**config.mk**
```make
export PLATFORM = sky130hd
export DESIGN_NAME = e1_reframe_supervisor
export DESIGN_NICKNAME = d
export VERILOG_FILES = /design/src/rtl/e1_reframe_pkg.sv /design/src/rtl/e1_mf_watchdog.sv /design/src/rtl/e1_err_accum.sv /design/src/rtl/e1_force_edge.sv /design/src/rtl/e1_reframe_supervisor.sv
export SDC_FILE = /design/constraint.sdc
export NUM_CORES = 1
export LEC_CHECK = 0
export BUFFER_PORTS_ARGS = -buffer_cell sky130_fd_sc_hd__buf_4
export CAP_MARGIN = 20
export CORE_MARGIN = 2
export CORE_UTILIZATION = 40
export CTS_CLUSTER_DIAMETER = 120
export DETAILED_ROUTE_END_ITERATION = 10
export PLACE_DENSITY = 0.68
export SLEW_MARGIN = 25
export SYNTH_ARGS = -nofsm -noshare
export SYNTH_HDL_FRONTEND = slang
export SYNTH_SLANG_ARGS = --single-unit
```
**constraint.sdc**
```tcl
create_clock -name clk -period 3.7 [get_ports clk]
set_clock_uncertainty 0.1 [all_clocks]
set_input_delay 0.185 -clock clk [delete_from_list [all_inputs] [get_ports clk]]
set_output_delay 0.185 -clock clk [all_outputs]
set_load 0.01 [all_outputs]
```
**src/rtl/e1_reframe_pkg.sv**
```systemverilog
package e1_reframe_pkg;

    typedef enum logic [1:0] {
        WD_IDLE  = 2'd0,
        WD_ARMED = 2'd1,
        WD_DONE  = 2'd2
    } wd_state_t;

    typedef struct packed {
        logic mf_timeout;
        logic err_over;
        logic forced;
    } trig_t;

    function automatic logic [31:0] sat_inc(input logic [31:0] v, input logic [31:0] maxv);
        return (v >= maxv) ? maxv : v + 32'd1;
    endfunction

    function automatic logic merge_triggers(input trig_t t, input logic maint);
        return (maint & (t.mf_timeout | t.err_over)) | t.forced;
    endfunction

endpackage

```
**src/rtl/e1_mf_watchdog.sv**
```systemverilog
module e1_mf_watchdog
    import e1_reframe_pkg::*;
#(
    parameter int MF_FRAMES = 64
) (
    input  logic clk,
    input  logic rst,
    input  logic frame_tick,
    input  logic fsync_ok,
    input  logic mfsync_ok,
    output logic expire
);
    localparam int CW = (MF_FRAMES > 1) ? $clog2(MF_FRAMES) : 1;
    localparam logic [CW-1:0] LAST = CW'(MF_FRAMES - 1);

    wd_state_t      state, state_n;
    logic [CW-1:0]  cnt, cnt_n;
    logic           fsync_q;
    logic           rise;

    assign rise = fsync_ok & ~fsync_q;

    always_comb begin
        state_n = state;
        cnt_n   = cnt;
        expire  = 1'b0;
        if (!fsync_ok) begin
            state_n = WD_IDLE;
            cnt_n   = '0;
        end else if (rise) begin
            state_n = WD_ARMED;
            cnt_n   = '0;
        end else begin
            unique case (state)
                WD_ARMED: begin
                    if (mfsync_ok) begin
                        state_n = WD_DONE;
                    end else if (frame_tick) begin
                        if (cnt == LAST) begin
                            expire  = 1'b1;
                            state_n = WD_DONE;
                        end else begin
                            cnt_n = cnt + 1'b1;
                        end
                    end
                end
                WD_IDLE, WD_DONE: ;
                default: state_n = WD_IDLE;
            endcase
        end
    end

    always_ff @(posedge clk) begin
        if (rst) begin
            state   <= WD_IDLE;
            cnt     <= '0;
            fsync_q <= 1'b0;
        end else begin
            state   <= state_n;
            cnt     <= cnt_n;
            fsync_q <= fsync_ok;
        end
    end

endmodule

```
**src/rtl/e1_err_accum.sv**
```systemverilog
module e1_err_accum
    import e1_reframe_pkg::*;
#(
    parameter int SEC_FRAMES = 8000,
    parameter int ERR_LIMIT  = 914,
    parameter int ERR_W      = 10
) (
    input  logic             clk,
    input  logic             rst,
    input  logic             frame_tick,
    input  logic             crc_err,
    output logic             over,
    output logic [ERR_W-1:0] count
);
    localparam int SW = (SEC_FRAMES > 1) ? $clog2(SEC_FRAMES) : 1;
    localparam logic [SW-1:0]    SEC_LAST = SW'(SEC_FRAMES - 1);
    localparam logic [ERR_W-1:0] ERR_MAX  = '1;
    localparam logic [ERR_W-1:0] LIMIT    = ERR_W'(ERR_LIMIT);

    logic [SW-1:0]    sec_cnt;
    logic             wrap;
    logic [ERR_W-1:0] count_n;

    assign wrap = frame_tick && (sec_cnt == SEC_LAST);
    assign over = crc_err && !wrap && (count == LIMIT) && (LIMIT != ERR_MAX);

    always_comb begin
        if (wrap) begin
            count_n = crc_err ? ERR_W'(1) : '0;
        end else if (crc_err) begin
            count_n = ERR_W'(sat_inc(32'(count), 32'(ERR_MAX)));
        end else begin
            count_n = count;
        end
    end

    always_ff @(posedge clk) begin
        if (rst) begin
            sec_cnt <= '0;
            count   <= '0;
        end else begin
            count <= count_n;
            if (frame_tick) begin
                sec_cnt <= wrap ? '0 : sec_cnt + 1'b1;
            end
        end
    end

endmodule

```
**src/rtl/e1_force_edge.sv**
```systemverilog
module e1_force_edge
    import e1_reframe_pkg::*;
#(
    parameter int HOLD_FRAMES = 1
) (
    input  logic clk,
    input  logic rst,
    input  logic frame_tick,
    input  logic force_bit,
    output logic fire
);
    localparam int HW = $clog2(HOLD_FRAMES + 1);
    localparam logic [HW-1:0] HOLD = HW'(HOLD_FRAMES);

    logic [HW-1:0] hold_cnt;
    logic          force_q;
    logic          qualified;

    assign qualified = (hold_cnt >= HOLD);
    assign fire      = force_q && !force_bit && qualified;

    always_ff @(posedge clk) begin
        if (rst) begin
            hold_cnt <= '0;
            force_q  <= 1'b0;
        end else begin
            force_q <= force_bit;
            if (!force_bit) begin
                hold_cnt <= '0;
            end else if (frame_tick && !qualified) begin
                hold_cnt <= hold_cnt + 1'b1;
            end
        end
    end

endmodule

```
**src/rtl/e1_reframe_supervisor.sv**
```systemverilog
module e1_reframe_supervisor
    import e1_reframe_pkg::*;
#(
    parameter int MF_FRAMES   = 64,
    parameter int SEC_FRAMES  = 8000,
    parameter int ERR_LIMIT   = 914,
    parameter int ERR_W       = 10,
    parameter int HOLD_FRAMES = 1
) (
    input  logic             clk,
    input  logic             rst,
    input  logic             frame_tick,
    input  logic             fsync_ok,
    input  logic             mfsync_ok,
    input  logic             crc_err,
    input  logic             maint_en,
    input  logic             force_bit,
    output logic             reframe_req,
    output logic [ERR_W-1:0] crc_err_count
);
    trig_t trig;

    e1_mf_watchdog #(.MF_FRAMES(MF_FRAMES)) u_wd (
        .clk        (clk),
        .rst        (rst),
        .frame_tick (frame_tick),
        .fsync_ok   (fsync_ok),
        .mfsync_ok  (mfsync_ok),
        .expire     (trig.mf_timeout)
    );

    e1_err_accum #(
        .SEC_FRAMES (SEC_FRAMES),
        .ERR_LIMIT  (ERR_LIMIT),
        .ERR_W      (ERR_W)
    ) u_err (
        .clk        (clk),
        .rst        (rst),
        .frame_tick (frame_tick),
        .crc_err    (crc_err),
        .over       (trig.err_over),
        .count      (crc_err_count)
    );

    e1_force_edge #(.HOLD_FRAMES(HOLD_FRAMES)) u_force (
        .clk        (clk),
        .rst        (rst),
        .frame_tick (frame_tick),
        .force_bit  (force_bit),
        .fire       (trig.forced)
    );

    always_ff @(posedge clk) begin
        if (rst) begin
            reframe_req <= 1'b0;
        end else begin
            reframe_req <= merge_triggers(trig, maint_en);
        end
    end

endmodule

```
==> run_results.csv, run 1 <==
group,metric,value,unit
worst_setup_path,cp.arrival,2.34,ns
floorplan,start_util,41.4,%
pwr,ir_drop,270,uV
yosys,synth-seq-cells,35,
worst_setup_path,path_class,"register to register",
final_layout,nNetsFinal,217,
floorplan,die_h,68.1,um
grt,grt_max_degree,19,
grt,grt_overflow,0,
detailed_routing,drc,0,
yosys,synth_top_area_share,42.7,%
floorplan,dieArea,4640,um2
detailed_routing,drt_first_pass_iters,4,
detailed_routing,vias_per_cell,5.35,
clock_network,clock_path_buffers,2,
yosys,yosysTopAreaCell,"dfxtp_1",
sta,fin_tns_setup,0,ns
yosys,avgSynthCellArea,8.83,um2
yosys,synthTopCellsByArea,"dfxtp_1, a21oi_1, nor2_1",
pwr,powerDensity,364,nW/um2
sta,rsz0062_at_grt,"no",
detailed_routing,ant_nets,0,
clock_network,cts_resized,0,
worst_setup_path,required,3.78,ns
worst_setup_path,endpoint_kind,"register",
floorplan,io_pins,19,
clock_network,h-tree-depth,2,
grt,grtUsageTotal,15.3,%
place,dp_hpwl,2.28,mm
worst_setup_path,cp_max_fo,18,
detailed_routing,drtIter0Drc,78,
pwr,cellLeakagePower,0.675,nW
clock_network,cts-hold-fix-buffers,0,
place,gp_congestion,0.814,
clock_network,cts_setup_buffers,0,
clock_network,root_buffer,"clkbuf_8",
detailed_routing,vias,1360,
flow_run,cap_violations,0,
grt,grt_first_pass_wirelength,5.33,mm
sta,setup_viol,0,
hold_path,hold_class,"primary input to register",
clock_network,clk_latency,0.28,ns
sta,final_hold_viol_count,0,
yosys,synthFlopType,"dfxtp_1",
run_status,status,"complete, no violations",
final_layout,drive_gt1_share,14.7,%
clock_network,cts_buffers,5,
worst_setup_path,start_kind,"register",
floorplan,core,3970,um2
yosys,async_reset_ff_share,0,%
sta,slew_violations,0,
sta,period_minus_slack,2.26,ns
sta,fmax,442,MHz
final_layout,fill_cells,401,
detailed_routing,wire_per_inst,12.5,um
final_layout,n_antenna_cell,0,
clock_network,cts_tree,"built",
yosys,synth_cell_types,44,
grt,grt_antenna_before_repair,0,
yosys,ys_warn_count,0,
final_layout,area_growth,14.6,%
yosys,synth_nets,198,
floorplan,std_cell_rows,23,
clock_network,cts_sinks,35,
sta,post-route-period-util,61.2,%
sta,worst_pin_slew,0.957,ns
yosys,syn_area,1640,um2
yosys,ys_seq_area_share,42.7,%
sta,relSlewSlack,36.0,%
clock_network,path_clk_slew,0.07,ns
floorplan,die_w,68.1,um
yosys,synth_edf_count,0,
yosys,synthCells,186,
grt,grt_pass1_vias,1220,
place,port_buffers,18,
pwr,power,685,uW
detailed_routing,drt-total-wl,3.18,mm
## stage by stage
step	std cells	setup slack [ns]	instance area (um2)	utilization [%]	hold WS [ns]
after floorplan	186	1.87	1640	-	0.154
after global placement	248	1.45	1810	45.6	0.328
after detailed placement	248	1.43	1810	45.6	0.334
after CTS	254	1.43	1880	47.4	0.0326
after global routing	254	1.21	1880	47.4	0.0420
final	254	1.44	1880	47.4	0.0313
## sequential cells by signal, indices dropped and copies added (netlist names)
register and flops:
reframe_req 1, u_err.count 10, u_err.sec_cnt 13, u_force.force_q 1, u_force.hold_cnt 1, u_wd.cnt 6, u_wd.fsync_q 1, u_wd.state 2
## placed cells by master (no fill, tap or decap), drive strengths merged, types with 2 or more instances in the layout
| cell type | n |
|---|---|
| nand2 | 12 |
| nor3 | 7 |
| a21boi | 2 |
| and3 | 2 |
| o21a | 4 |
| or3 | 4 |
| nor2 | 18 |
| nor4 | 4 |
| buf | 18 |
| a21oi | 14 |
| nand4 | 8 |
| xor2 | 5 |
| o21ai | 7 |
| mux2i | 2 |
| inv | 5 |
| a31oi | 3 |
| nand2b | 3 |
| dfxtp | 35 |
| nor2b | 5 |
| clkbuf | 6 |
| or4 | 2 |
| nand3 | 10 |
| nand3b | 2 |
| xnor2 | 5 |
| ha | 4 |
| and4 | 3 |
| a311oi | 2 |
## kinds of logic (layout without fill, tap and decap cells)
family                     count (synthesis)  after routing  share of synthesized area, %
muxes                                      2              2                          1.22
buffers and inverters                     11             29                          2.97
AOI/OAI and AO/OA                         39             39                          16.1
adders and majority gates                  4              4                          3.05
xor gates and xnor gates                  10             10                          5.33
and+or+nand+nor                           85             85                          28.7
DFF                                       35             35                          42.7
## path summary, 6_finish.rpt
check | startpoint | end | slack (ns) | cells after the start
setup reg to reg | u_err.sec_cnt[2] | u_err.count[3] | 1.44 | 4
hold reg to reg | u_force.hold_cnt | u_force.hold_cnt | 0.36 | 1
hold / removal | rst | u_err.sec_cnt[11] | 0.03 | 2
setup / recovery | u_err.sec_cnt[2] | u_err.count[3] | 1.44 | 4
## critical path, cell delays in order, from the launching register on
cell and delay (ns):
dfxtp_1 0.38, nand4_1 0.40, o41ai_4 1.03, a31o_2 0.21, a21oi_1 0.04
## synth_stat cells (3+ instances only)
cell type / number
nor2_1: 18
nor2b_1: 5
inv_1: 5
a21oi_1: 14
a31oi_1: 3
dfxtp_1: 35
xor2_1: 5
nor4_1: 4
nand3_1: 10
xnor2_1: 5
o21ai_0: 6
buf_2: 3
nand2b_1: 3
nor3_1: 6
nand2_1: 12
nand4_1: 8
o21a_1: 4
or3_1: 3
ha_1: 4
## report_power, final
group          internal [mW]  total (mW)  switching [mW]
sequential             0.384       0.392         0.00784
clock                  0.125       0.253           0.127
combinational         0.0202      0.0404          0.0202
total                  0.530       0.685           0.155
## area by class of cell
cell class	instances	area, um2	share of cell area [%]
clock buffers	6	72.6	3.85
well taps	50	62.6	3.32
multi-input cells	140	893	47.4
repair buffers	18	135	7.18
inverters	5	18.8	0.997
flip-flops and latches	35	701	37.2
## layer usage
metal,up-vias,wire length (um),part of all wire (%),global-route usage [%]
met5,-,0,0,0
met4,0,55,1.7,7.50
met3,5,139,4.4,4.61
met2,20,1430,45,22.2
met1,620,1550,49,20.6
li1,715,-,-,-
No activity file was read; power rests on OpenSTA's default activity.
==> inputs of run 2 (changes only) <==
--- a/config.mk
+++ b/config.mk
@@ -11,7 +11,7 @@
 export CORE_UTILIZATION = 40
 export CTS_CLUSTER_DIAMETER = 120
 export DETAILED_ROUTE_END_ITERATION = 10
-export PLACE_DENSITY = 0.68
+export PLACE_DENSITY = 0.7
 export SLEW_MARGIN = 25
 export SYNTH_ARGS = -nofsm -noshare
 export SYNTH_HDL_FRONTEND = slang
==> constraint.sdc (replaced) <==
create_clock -name clk -period 2 [get_ports clk]
set_clock_uncertainty 0.1 [all_clocks]
set_input_delay 0.1 -clock clk [delete_from_list [all_inputs] [get_ports clk]]
set_output_delay 0.1 -clock clk [all_outputs]
set_load 0.01 [all_outputs]
==> run_results.csv, run 2 (synthesized netlist as in run 1, its figures left out) <==
group,metric,value,unit
detailed_routing,drc,0,
worst_setup_path,start_kind,"register",
final_layout,drive_gt1_share,18.9,%
sta,rsz0062_at_grt,"no",
sta,final_hold_viol_count,0,
final_layout,largest_reg_flops,13,
detailed_routing,wire_per_inst,12.6,um
grt,grt_antenna_before_repair,0,
grt,grtUsageTotal,16.1,%
sta,worst_slack,0.148,ns
final_layout,final_cells,267,
clock_network,clock_path_buffers,2,
final_layout,top_register,"u_err.sec_cnt",
clock_network,clk_latency,0.28,ns
clock_network,cts_tree,"built",
place,pre_cts_ws,0.162,ns
clock_network,path_clk_slew,0.07,ns
final_layout,final_common_cell,"dfxtp_1",
sta,relSlewSlack,70.2,%
sta,worst_pin_slew,0.445,ns
worst_setup_path,endpoint_kind,"register",
worst_setup_path,cp.arrival,1.97,ns
sta,setup_viol,0,
clock_network,root_buffer,"clkbuf_8",
floorplan,die_w,68.1,um
floorplan,dieArea,4640,um2
pwr,ir_drop,742,uV
detailed_routing,ant_nets,0,
sta,fin_tns_setup,0,ns
place,port_buffers,18,
final_layout,final_util,50.3,%
detailed_routing,vias,1390,
sta,fmax,540,MHz
grt,grt_pass1_vias,1305,
clock_network,cts_setup_buffers,0,
clock_network,cts_resized,0,
final_layout,nNetsFinal,228,
final_layout,final_cell_mix,"dfxtp_1, buf_4, nor2_1",
worst_setup_path,r2r_cells,5,
hold_path,hold_class,"primary input to register",
clock_network,cts_buffers,5,
floorplan,start_util,41.4,%
floorplan,io_pins,19,
grt,grt_first_pass_wirelength,5.63,mm
detailed_routing,vias_per_cell,5.21,
sta,period_minus_slack,1.85,ns
pwr,powerDensity,654,nW/um2
floorplan,std_cell_rows,23,
worst_setup_path,r2r_setup_slack,0.15,ns
worst_setup_path,required,2.12,ns
place,dpl.cell_count,256,
worst_setup_path,cp_max_fo,6,
final_layout,area_growth,21.6,%
clock_network,cts-hold-fix-buffers,3,
clock_network,h-tree-depth,2,
grt,grt_overflow,0,
floorplan,die_h,68.1,um
detailed_routing,drt_first_pass_iters,4,
floorplan,core,3970,um2
flow_run,cap_violations,0,
worst_setup_path,crit_end,"u_err.count[0]",
final_layout,fill_cells,400,
sta,post-route-period-util,92.6,%
worst_setup_path,path_class,"register to register",
detailed_routing,drt-total-wl,3.37,mm
detailed_routing,drtIter0Drc,54,
pwr,cellLeakagePower,0.742,nW
final_layout,n_antenna_cell,0,
run_status,status,"complete, no violations",
grt,grt_max_degree,16,
sta,slew_violations,0,
clock_network,cts_sinks,35,
final_layout,largestRegisters,"u_err.sec_cnt (13), u_err.count (10), u_wd.cnt (6)",
pwr,power,1.31,mW
worst_setup_path,r2r_end,"u_err.count[0]",
worst_setup_path,crit_start,"u_err.sec_cnt[0]",
worst_setup_path,r2r-start,"u_err.sec_cnt[0]",
place,dp_hpwl,2.39,mm
final_layout,multi_input_area,893,um2
final_layout,regArea,701,um2
place,gp_congestion,0.822,
run 2: metal layers:
| layer | track usage [%] | share of wire, % | vias to the layer above |
|---|---|---|---|
| li1 | - | - | 737 |
| met1 | 20.0 | 47 | 629 |
| met2 | 26.3 | 47 | 19 |
| met3 | 4.44 | 3.7 | 5 |
| met4 | 6.25 | 1.7 | 0 |
| met5 | 0 | 0 | - |
run 2: cell type report:
| type | count | share of cell area [%] |
|---|---|---|
| Tap cell | 50 | 3.13 |
| Clock inverter | 3 | 0.752 |
| Inverter | 5 | 0.940 |
| Clock buffer | 5 | 3.45 |
| Timing Repair Buffer | 29 | 11.9 |
| Sequential cell | 35 | 35.1 |
| Multi-Input combinational cell | 140 | 44.7 |
run 2: worst max-delay path: stages, from the launching register on:
cell and delay (ns):
dfxtp_1 0.35, ha_1 0.21, nand2_1 0.13, or4_1 0.64, and4_4 0.24, nor3_2 0.13
run 2: worst min path at each step:
stage / startpoint / cells past startpoint / slack [ns] / end
2_1_floorplan: rst / 1 / 0.07 / u_err.sec_cnt[0]
3_3_place_gp: rst / 2 / 0.24 / u_err.sec_cnt[11]
3_5_place_dp: rst / 2 / 0.24 / u_err.sec_cnt[0]
4_1_cts: maint_en / 3 / 0.01 / reframe_req
5_1_grt: fsync_ok / 2 / 0.02 / u_wd.fsync_q
6_report: maint_en / 3 / 0.02 / reframe_req
run 2: report_power, final:
group	internal, mW	leakage, nW	switching (mW)	total [mW]
clock	0.238	0.0477	0.247	0.485
sequential	0.710	0.284	0.00886	0.719
combinational	0.0526	0.410	0.0487	0.101
run 2: metrics by stage:
stage	area, um2	hold slack (ns)
after floorplan	1640	0.0691
after global placement	1880	0.243
after detailed placement	1880	0.243
after CTS	2000	0.0120
after global routing	2000	0.0226
final	2000	0.0187
==> inputs of run 3 (changes only) <==
--- a/config.mk
+++ b/config.mk
@@ -11,7 +11,7 @@
 export CORE_UTILIZATION = 40
 export CTS_CLUSTER_DIAMETER = 120
 export DETAILED_ROUTE_END_ITERATION = 10
-export PLACE_DENSITY = 0.7
+export PLACE_DENSITY = 0.68
 export SLEW_MARGIN = 25
 export SYNTH_ARGS = -nofsm -noshare
 export SYNTH_HDL_FRONTEND = slang
==> constraint.sdc (replaced) <==
create_clock -name clk -period 2.4 [get_ports clk]
set_clock_uncertainty 0.1 [all_clocks]
set_input_delay 0.12 -clock clk [delete_from_list [all_inputs] [get_ports clk]]
set_output_delay 0.12 -clock clk [all_outputs]
set_load 0.01 [all_outputs]
==> run_results.csv, run 3 (synthesized netlist as in run 1, its figures left out) <==
group,metric,value,unit
place,gp_congestion,0.782,
worst_setup_path,r2r_end,"u_err.count[0]",
sta,post-route-period-util,83.7,%
pwr,power_switching,244,uW
clock_network,root_buffer,"clkbuf_8",
place,dp_hpwl,2.35,mm
sta,setup_viol,0,
floorplan,io_pins,19,
pwr,power_frac_clock,40.7,%
pwr,internal_power,889,uW
final_layout,nNetsFinal,220,
final_layout,largest_reg_flops,13,
final_layout,final_common_cell,"dfxtp_1",
pwr,cellLeakagePower,0.707,nW
detailed_routing,drc,0,
final_layout,drive_gt1_share,16.3,%
flow_run,cap_violations,0,
grt,grt_max_degree,14,
floorplan,dieArea,4640,um2
detailed_routing,vias,1355,
clock_network,cts_setup_buffers,0,
grt,grtUsageTotal,14.6,%
final_layout,largestRegisters,"u_err.sec_cnt (13), u_err.count (10), u_wd.cnt (6)",
sta,rsz0062_at_grt,"no",
grt,grt_antenna_before_repair,0,
floorplan,die_h,68.1,um
detailed_routing,wire_per_inst,12.2,um
grt,grt_pass1_vias,1173,
sta,period_minus_slack,2.01,ns
hold_path,hold_class,"primary input to register",
worst_setup_path,start_kind,"register",
detailed_routing,drt-total-wl,3.16,mm
sta,slew_violations,0,
clock_network,cts_sinks,35,
hold_path,hp-start,"crc_err",
final_layout,top_register,"u_err.sec_cnt",
place,dpl.cell_count,250,
worst_setup_path,endpoint_kind,"register",
worst_setup_path,r2r_setup_slack,0.39,ns
worst_setup_path,r2r-start,"u_err.sec_cnt[0]",
grt,grt_overflow,0,
floorplan,std_cell_rows,23,
floorplan,die_w,68.1,um
final_layout,final_cells,259,
clock_network,h-tree-depth,2,
final_layout,n_antenna_cell,0,
pwr,ir_drop,462,uV
clock_network,cts_tree,"built",
worst_setup_path,path_class,"register to register",
floorplan,start_util,41.4,%
detailed_routing,drtIter0Drc,60,
hold_path,hold_end,"u_err.count[1]",
worst_setup_path,cp_max_fo,7,
pwr,p_sw_share,21.5,%
pwr,p_seq_share,53.3,%
clock_network,clk_latency,0.28,ns
final_layout,fill_cells,398,
detailed_routing,drt_first_pass_iters,4,
worst_setup_path,required,2.51,ns
sta,relSlewSlack,66.8,%
worst_setup_path,cp.arrival,2.12,ns
clock_network,cts-hold-fix-buffers,1,
sta,final_hold_viol_count,0,
clock_network,cts_resized,0,
clock_network,cts_buffers,5,
clock_network,path_clk_slew,0.07,ns
sta,fin_tns_setup,0,ns
detailed_routing,vias_per_cell,5.23,
final_layout,area_growth,18.6,%
final_layout,final_cell_mix,"dfxtp_1, buf_4, nor2_1",
final_layout,multi_input_area,893,um2
detailed_routing,ant_nets,0,
pwr,powerDensity,582,nW/um2
floorplan,core,3970,um2
sta,fmax,498,MHz
place,port_buffers,18,
grt,grt_first_pass_wirelength,5.11,mm
final_layout,final_util,49.1,%
worst_setup_path,r2r_cells,5,
run_status,status,"complete, no violations",
clock_network,clock_path_buffers,2,
sta,worst_pin_slew,0.497,ns
hold_path,hold_depth,2,
pwr,power,1.13,mW
final_layout,regArea,701,um2
pwr,combPwrFrac,5.9,%
[run 3: cell types whose count changed in the layout (fill, tap and decap cells not counted)]
cell / previous run / this run
dlygate4sd3_1: 3 / 1
clkinv_2: 3 / 0
buf_4: 25 / 19
clkbuf_8: 5 / 7
clkbuf_1: 0 / 1
[run 3: final cells by class]
class                   instances  area share, %
well taps                      50           3.21
clock buffers                   8           5.14
flip-flops and latches         35           36.0
repair buffers                 21           8.86
multi-input cells             140           45.9
inverters                       5          0.963
[run 3: worst max-delay path by stage]
stage | start | endpoint | cells past startpoint
after global routing | u_err.sec_cnt[0] | u_err.count[0] | 5
after CTS | u_err.sec_cnt[0] | u_err.count[0] | 5
after detailed placement | u_err.sec_cnt[1] | u_err.count[0] | 5
after global placement | u_err.sec_cnt[0] | u_err.count[0] | 5
final | u_err.sec_cnt[0] | u_err.count[0] | 5
after floorplan | u_err.sec_cnt[0] | u_err.count[0] | 6
[run 3: worst max-delay path: stages, from the launching register on]
cell     delay (ns)
dfxtp_1        0.41
ha_1           0.22
nand2_1        0.18
or4_1          0.66
and4_4         0.24
nor3_2         0.13
[run 3: power by group through the flow]
stage / Sequential [mW] / Clock, mW / Combinational (mW)
finish: 0.604 / 0.461 / 0.0673
global route: 0.605 / 0.503 / 0.0746
CTS: 0.604 / 0.476 / 0.0684
detailed placement: 0.617 / 0 / 0.0667
global placement: 0.617 / 0 / 0.0654
floorplan: 0.616 / 0 / 0.0391
[run 3: per-stage QoR]
stage               setup slack [ns]  hold slack (ns)  area [um2]
floorplan                      0.571           0.0891        1640
global placement               0.474            0.259        1840
detailed placement             0.407            0.267        1840
CTS                            0.403           0.0115        1950
global route                   0.268           0.0240        1950
finish                         0.392           0.0162        1950
[run 3: metal layers]
metal | track usage [%] | vias up | routed length (um)
li1 | - | 720 | -
met1 | 18.4 | 610 | 1590
met2 | 23.3 | 21 | 1420
met3 | 4.44 | 4 | 104
met4 | 5.25 | 0 | 45
met5 | 0 | - | 0
